<file path="src/rtl/booth_seq_mul.sv">
module booth_seq_mul #(
  parameter int W = 8
) (
  input  logic           clk,
  input  logic           rst_n,
  input  logic           start,
  input  logic [W-1:0]   mcand,
  input  logic [W-1:0]   mplier,
  output logic           busy,
  output logic           done,
  output logic [2*W-1:0] product
);
  localparam int CW = $clog2(W + 1);

  logic [W:0]    acc;
  logic [W:0]    mext;
  logic [W-1:0]  qreg;
  logic          qm1;
  logic [CW-1:0] steps;
  logic [W:0]    sum;

  always_comb begin
    case ({qreg[0], qm1})
      2'b10:   sum = acc - mext;
      2'b01:   sum = acc + mext;
      default: sum = acc;
    endcase
  end

  always_ff @(posedge clk or negedge rst_n) begin
    if (!rst_n) begin
      acc   <= '0;
      mext  <= '0;
      qreg  <= '0;
      qm1   <= 1'b0;
      steps <= '0;
      busy  <= 1'b0;
      done  <= 1'b0;
    end else begin
      done <= 1'b0;
      if (busy) begin
        acc   <= {sum[W], sum[W:1]};
        qreg  <= {sum[0], qreg[W-1:1]};
        qm1   <= qreg[0];
        steps <= steps - 1'b1;
        if (steps == CW'(1)) begin
          busy <= 1'b0;
          done <= 1'b1;
        end
      end else if (start) begin
        acc   <= '0;
        mext  <= {mcand[W-1], mcand};
        qreg  <= mplier;
        qm1   <= 1'b0;
        steps <= CW'(W);
        busy  <= 1'b1;
      end
    end
  end

  assign product = {acc[W-1:0], qreg};

  logic [CW:0] lat_cnt;
  always_ff @(posedge clk or negedge rst_n) begin
    if (!rst_n)              lat_cnt <= '0;
    else if (start && !busy) lat_cnt <= '0;
    else if (busy)           lat_cnt <= lat_cnt + 1'b1;
  end

  p_accept_r1: assert property (@(posedge clk) disable iff (!rst_n)
    (start && !busy) |=> (busy && product == {{W{1'b0}}, $past(mplier)}));
  p_latency_r2: assert property (@(posedge clk) disable iff (!rst_n)
    done |-> (lat_cnt == (CW+1)'(W)));
  p_done_pulse_r3: assert property (@(posedge clk) disable iff (!rst_n)
    done |=> !done);
  p_ignore_start_r6: assert property (@(posedge clk) disable iff (!rst_n)
    (busy && start) |=> $stable(mext));
  p_exclusive_r7: assert property (@(posedge clk) disable iff (!rst_n)
    !(busy && done));
  p_hold_r9: assert property (@(posedge clk) disable iff (!rst_n)
    (!busy && !start) |=> $stable(product));
  p_arith_shift_r10: assert property (@(posedge clk) disable iff (!rst_n)
    (busy && $past(busy)) |-> (acc[W] == acc[W-1] || acc[W] == $past(acc[W])));
endmodule

</file>
<file path="config.mk">
export PLATFORM = sky130hd
export DESIGN_NAME = booth_seq_mul
export DESIGN_NICKNAME = d
export VERILOG_FILES = /design/src/rtl/booth_seq_mul.sv
export SDC_FILE = /design/constraint.sdc
export NUM_CORES = 1
export LEC_CHECK = 0
export ABC_AREA = 0
export BUFFER_PORTS_ARGS = -buffer_cell sky130_fd_sc_hd__buf_4
export CAP_MARGIN = 20
export CORE_MARGIN = 8
export CORE_UTILIZATION = 40
export DETAILED_ROUTE_END_ITERATION = 7
export PLACE_DENSITY = 0.68
export SLEW_MARGIN = 25
export SYNTH_ARGS = -nofsm -noshare
export SYNTH_HDL_FRONTEND = slang
export SYNTH_SLANG_ARGS = --single-unit
</file>
<file path="constraint.sdc">
create_clock -name clk -period 5.05 [get_ports clk]
set_input_delay 0.2525 -clock clk [delete_from_list [all_inputs] [get_ports clk]]
set_output_delay 0.2525 -clock clk [all_outputs]
set_load 0.005 [all_outputs]
</file>
==> results of run 1 <==
[area by class of cell]
class | count | share of cell area
Tap cell | 54 | 0.02930
Inverter | 8 | 0.01302
Clock buffer | 6 | 0.03581
Timing Repair Buffer | 38 | 0.1248
Multi-Input combinational cell | 147 | 0.4455
Clock inverter | 2 | 0.01519
Sequential cell | 31 | 0.3364
[sequential cells by signal, summed over array words and instances (netlist names)]
signal  flops
acc         8
mext        8
qreg        8
busy        1
done        1
steps       4
qm1         1
[report_power, final]
group / internal, uW / switching, uW
Combinational: 619 / 651
Sequential: 386 / 130
Clock: 159 / 92.8
Total: 1160 / 874
[final timing paths]
path / startpoint / endpoint / slack (ps) / cells past startpoint
worst min register to register: qm1$_DFFE_PN0P_ / qm1$_DFFE_PN0P_ / 500 / 2
worst min-delay path: mcand[0] / mext[0]$_DFFE_PN0P_ / 180 / 3
worst max-delay path: qreg[0]$_DFFE_PN0P_ / acc[7]$_DFFE_PN0P_ / 2390 / 9
worst max register to register: qreg[0]$_DFFE_PN0P_ / acc[7]$_DFFE_PN0P_ / 2390 / 9
max in group asynchronous: rst_n / acc[3]$_DFFE_PN0P_ / 4310 / 2
min in group asynchronous: rst_n / qm1$_DFFE_PN0P_ / 440 / 2
[logic make-up after synthesis]
group                    share of synthesized area
flip-flops                                  0.4153
buffers and inverters                      0.03483
XOR/XNOR                                   0.06564
AO/OA/AOI/OAI                               0.1668
AND/OR/NAND/NOR                             0.1299
multiplexers                               0.09645
adder cells (fa/ha/maj)                    0.09109
[metrics by stage]
step,total power [uW],hold WS (ps),util,std cells
final,2038,176.6,0.5015,286
after detailed placement,1782,214.0,0.4737,277
after floorplan,1461,-43.09,-,192
after CTS,2053,170.9,0.5015,286
after global routing,2250,165.4,0.5015,286
after global placement,1783,211.2,0.4737,277
[cells in the mapped netlist, types with 4 or more instances]
master    n  share of area
inv_1     8          0.016
a31oi_1   5          0.017
a21oi_1  10          0.027
xor2_1   11          0.052
o21ai_0  20          0.054
mux2_2    8          0.048
nor2_1   14          0.028
ha_1     12          0.080
o21ai_1   4          0.011
dfrtp_1  31           0.42
mux2i_1   9          0.048
nand2_1  21          0.042
[routing by layer]
metal,vias up,GRT usage,part of all wire
met5,-,0,0
met4,0,0.05093,0.015
met3,6,0.03485,0.041
met2,23,0.1950,0.48
met1,695,0.1385,0.46
li1,755,-,-
[timing repair]
| item | 4_1_cts | 5_1_grt |
|---|---|---|
| gates resized for setup | 0 | 0 |
| hold buffers | 1 | 0 |
| endpoints found under the hold margin | 31 | 0 |
[worst min-delay path, delay by kind of cell]
| kind | cells | cell delay, ps |
|---|---|---|
| compound gates | 1 | 60 |
| buf+inv | 1 | 70 |
| simple gates | 1 | 40 |
[cell usage in the layout, fill, tap and decap left out, types with 3 or more instances in the layout]
| master | count |
|---|---|
| buf_4 | 37 |
| dfrtp_1 | 31 |
| nand2_1 | 21 |
| o21ai_0 | 20 |
| nor2_1 | 14 |
| ha_1 | 12 |
| xor2_1 | 11 |
| a21oi_1 | 10 |
| mux2i_1 | 9 |
| inv_1 | 8 |
| mux2_2 | 8 |
| clkbuf_8 | 6 |
| a31oi_1 | 5 |
| o21ai_1 | 4 |
| nor3_1 | 3 |
| xnor2_1 | 3 |
| a211oi_1 | 3 |
==> metrics.md, run 1 <==
| Metric | Value |
|---|---|
| Max_slew headroom | 0.6889 |
| First-pass GRT wire length | 6906 um |
| Initial DRC count | 59 |
| Worst path cell trace | inv_1 -> ha_1 -> mux2_2 -> fa_1 -> a211oi_2 -> o211ai_1 -> a21o_1 -> mux2_2 -> nand2_1 |
| GRT Total Usage | 0.1181 |
| Final worst slack | 2387 ps |
| Fillers | 425 |
| Post-detail-place hpwl | 2966 um |
| Final instance area | 2306 um2 |
| Vias | 1479 |
| Worst Path Arrival | 2880 ps |
| Status | complete, no violations |
| Setup TNS | 0 ps |
| Die W | 84.34 um |
| IO Pins | 37 |
| Hold WC Path Type | input port to flop |
| Area of the multi-input gates | 1027 um2 |
| Pwr dens | 883.7 nW/um2 |
| Yosys warns | 0 |
| Post-synth EDFFs | 0 |
| Final Hold Violating Endpoints | 0 |
| Slew Viols, Final | 0 |
| Critical path class | flop to flop |
| Mapped cell area | 1868 um2 |
| Startpoint Class | flop |
| Final ANT Viol Nets | 0 |
| Initial antenna violation count | 0 |
| Post-CTS setup repair buffer count | 0 |
| Post-DP Area | 2178 um2 |
| CP delay by family, top | adder cells |
| DRC | 0 |
| Peak VDD IR | 345.7 uV |
| Skew final | 8.260 ps |
| Sequential Area | 775.7 um2 |
| RSZ-0062 raised after global routing | false |
| Pre-CTS setup slack | 2421 ps |
| Area Growth Syn to Fin | 23.44% |
| Router iterations before antenna repair | 4 |
| Core ar. | 4598 um2 |
| Buf/Inv on CP | 1 |
| Nets@finish | 263 |
| Wire length per cell | 14.38 um |
| Routed vias/inst | 5.171 |
| Root Driver | clkbuf_8 |
| Row count | 25 |
| Worst Max-Slew Pin Slew | 465.0 ps |
| CP peak stage delay | 480 ps |
| CP Capture Type | flop |
| Mapped Nets | 224 |
| Tmin final | 2663 ps |
| Main synth FF type | dfrtp_1 |
| CP most frequent cell | mux2_2 |
| Seq/Total Area, Yosys | 0.4153 |
| Max-cap violation count | 0 |
| RD Place Congestion | 0.8750 |
| Clock-pin slew on the worst setup and hold paths | 60 ps |
| Max Freq | 375.5 MHz |
| Syn_area_per_cell | 9.729 um2 |
| Ant diodes | 0 |
| Layout cells sized above 1 | 0.2543 |
| Synth Instances | 192 |
| # port buffers | 36 |
| Final setup violation count | 0 |
| DRT Wirelength | 4114 um |
| LEAKAGE | 0.001092 uW |
| Share of synthesized flip-flops with an asynchronous set or reset | 1.000 |
| Total congestion overflow | 0 |
| Worst-skew pair later-pin latency | 290 ps |
| Worst-case clock buffer depth | 2 |
| H-tree levels | 2 |
| Starting Density | 0.4063 |
| Total CTS buffers | 5 |
| Largest net degree at the start of global routing | 34 |
| Die H | 84.34 um |
| CP Data Required Time | 5270 ps |
| Vias in the first global route | 1516 |
| Max FO, Critical Path | 8 |
| Synthesized flop and latch total | 31 |
| Final period utilization | 0.5274 |
| Die area | 7113 um2 |
| Slowest cell on crit path | fa_1 |
| Distinct cells, synth | 35 |
| Clock tree sinks | 31 |
| CTS tree | done |
Note: power is estimated with default switching activity, not from simulation.
==> inputs of run 2 (changes only) <==
==> constraint.sdc (replaced) <==
create_clock -name clk -period 2.5 [get_ports clk]
set_input_delay 0.125 -clock clk [delete_from_list [all_inputs] [get_ports clk]]
set_output_delay 0.125 -clock clk [all_outputs]
set_load 0.005 [all_outputs]
==> metrics.md, run 2 (synthesis results as in run 1) <==
| Metric | Value |
|---|---|
| Status | complete, no violations |
| Sequential Area | 775.7 um2 (unchanged) |
| Slew Viols, Final | 0 (unchanged) |
| Total CTS buffers | 5 (unchanged) |
| Die H | 84.34 um (unchanged) |
| Root Driver | clkbuf_8 |
| Worst-case clock buffer depth | 2 (unchanged) |
| CTS tree | done |
| Fillers | 430 (+1.2%) |
| CP Capture Type | flop |
| Worst hold slack | 52.58 ps (-124.0 ps) |
| Vias in the first global route | 1605 (+5.9%) |
| Final Hold Violating Endpoints | 0 (unchanged) |
| Buf/Inv on CP | 0 (-1) |
| Vias | 1561 (+5.5%) |
| DRT Wirelength | 4297 um (+4.4%) |
| RD Place Congestion | 0.8979 (+2.6%) |
| # port buffers | 36 (unchanged) |
| H-tree levels | 2 (unchanged) |
| Worst-skew pair later-pin latency | 280 ps (about the same) |
| Nets@finish | 271 (+3.0%) |
| Critical path class | flop to flop |
| CP delay by family, top | simple AND/OR/NAND/NOR gates |
| CP peak stage delay | 540 ps (+60 ps) |
| Largest net degree at the start of global routing | 32 (-5.9%) |
| Clock tree sinks | 31 (unchanged) |
| Setup TNS | 0 ps (unchanged) |
| Max FO, Critical Path | 4 (-4) |
| Worst Path Arrival | 2670 ps (-210 ps) |
| Routed vias/inst | 5.310 (+2.7%) |
| Post-detail-place hpwl | 3140 um (+5.8%) |
| Pre-CTS setup slack | -27.36 ps (-2448 ps) |
| Wire length per cell | 14.62 um (+1.6%) |
| Ant diodes | 0 (unchanged) |
| Max-cap violation count | 0 (unchanged) |
| Final period utilization | 0.9794 (+0.4520) |
| Worst path cell trace | or4_4 -> nor2_4 -> a21oi_1 -> xor2_1 -> ha_1 -> a21oi_2 -> o211ai_1 -> a21o_1 -> mux2_2 -> nand2_1 |
| Skew final | 5.444 ps (-2.815 ps) |
| Area of the multi-input gates | 1080 um2 (+5.1%) |
| Total congestion overflow | 0 (unchanged) |
| Starting Density | 0.4063 (unchanged) |
| Final setup violation count | 0 (unchanged) |
| Layout cells sized above 1 | 0.3083 (+0.05402) |
| Die area | 7113 um2 (unchanged) |
| Router iterations before antenna repair | 4 (unchanged) |
| Clock-pin slew on the worst setup and hold paths | 60 ps (about the same) |
| Largest regs | acc: 8 flops, mext: 8 flops, qreg: 8 flops |
| Max_slew headroom | 0.6237 (-0.06521) |
| First-pass GRT wire length | 7417 um (+7.4%) |
| Row count | 25 (unchanged) |
| DRC | 0 (unchanged) |
| Slowest cell on crit path | or4_4 |
| Initial antenna violation count | 0 (unchanged) |
| Core ar. | 4598 um2 (unchanged) |
| Tmin final | 2448 ps (-214.7 ps) |
| CP Data Required Time | 2720 ps (-2550 ps) |
| Hold WC Path Type | input port to flop |
| Die W | 84.34 um (unchanged) |
| Commonest non-fill, non-tap cells in the layout | buf_4 (45), dfrtp_1 (31), nand2_1 (21) |
| Final ANT Viol Nets | 0 (unchanged) |
| GRT Total Usage | 0.1259 (+0.007758) |
| Area Growth Syn to Fin | 27.73% |
| Max Freq | 408.4 MHz (+8.8%) |
| Worst Max-Slew Pin Slew | 562.4 ps (+97.46 ps) |
| IO Pins | 37 (unchanged) |
| Most common cell after layout, fill and taps aside | buf_4 |
| Initial DRC count | 52 (-12%) |
| Final worst slack | 51.55 ps (-2335 ps) |
| RSZ-0062 raised after global routing | true |
| Startpoint Class | flop |
run 2: cell type report:
class	count	area share
clock inverter	2	0.005244
tap	54	0.02832
sequential	31	0.3251
inverter	8	0.01259
multi-input combinational	147	0.4525
timing repair buffer	46	0.1458
clock buffer	6	0.03041
run 2: metal layers:
layer / global-route usage / vias to the layer above / share of wire
li1: - / 771 / -
met1: 0.1486 / 757 / 0.44
met2: 0.2103 / 23 / 0.50
met3: 0.02420 / 10 / 0.030
met4: 0.06636 / 0 / 0.027
met5: 0 / - / 0
run 2: what timing repair did:
| action | 4_1_cts | 5_1_grt |
|---|---|---|
| pin swaps | 1 | 7 |
| setup buffers | 0 | 2 |
| hold endpoints to repair | 31 | 0 |
| resized for setup | 2 | 11 |
| hold buffers | 1 | 0 |
| cloned | 0 | 0 |
| setup endpoints to repair | 1 | 6 |
run 2: per-stage QoR:
stage	instance area (um2)	instances	utilization
final	2386	294	0.5189
after global routing	2386	294	0.5189
after CTS	2325	292	0.5056
after detailed placement	2223	283	0.4835
after global placement	2223	283	0.4835
after floorplan	1868	192	-
run 2: tightest hold or removal path: stages:
cell	delay, ps
buf_4	80
nand2_1	30
o21ai_0	60
run 2: final timing paths:
path,from,to,slack [ps],cells after the start
worst max-delay path,mext[0]$_DFFE_PN0P_,acc[7]$_DFFE_PN0P_,50,10
worst min-delay path,mcand[0],mext[0]$_DFFE_PN0P_,50,3
worst max register to register,mext[0]$_DFFE_PN0P_,acc[7]$_DFFE_PN0P_,50,10
worst min register to register,qm1$_DFFE_PN0P_,qm1$_DFFE_PN0P_,500,2
max in group asynchronous,rst_n,mext[2]$_DFFE_PN0P_,1910,2
min in group asynchronous,rst_n,qreg[4]$_DFFE_PN0P_,310,2
Power of run 2 is left out: the tool's default activity adds up to more than one toggle a clock period on the data nets, which glitch-free logic cannot reach.
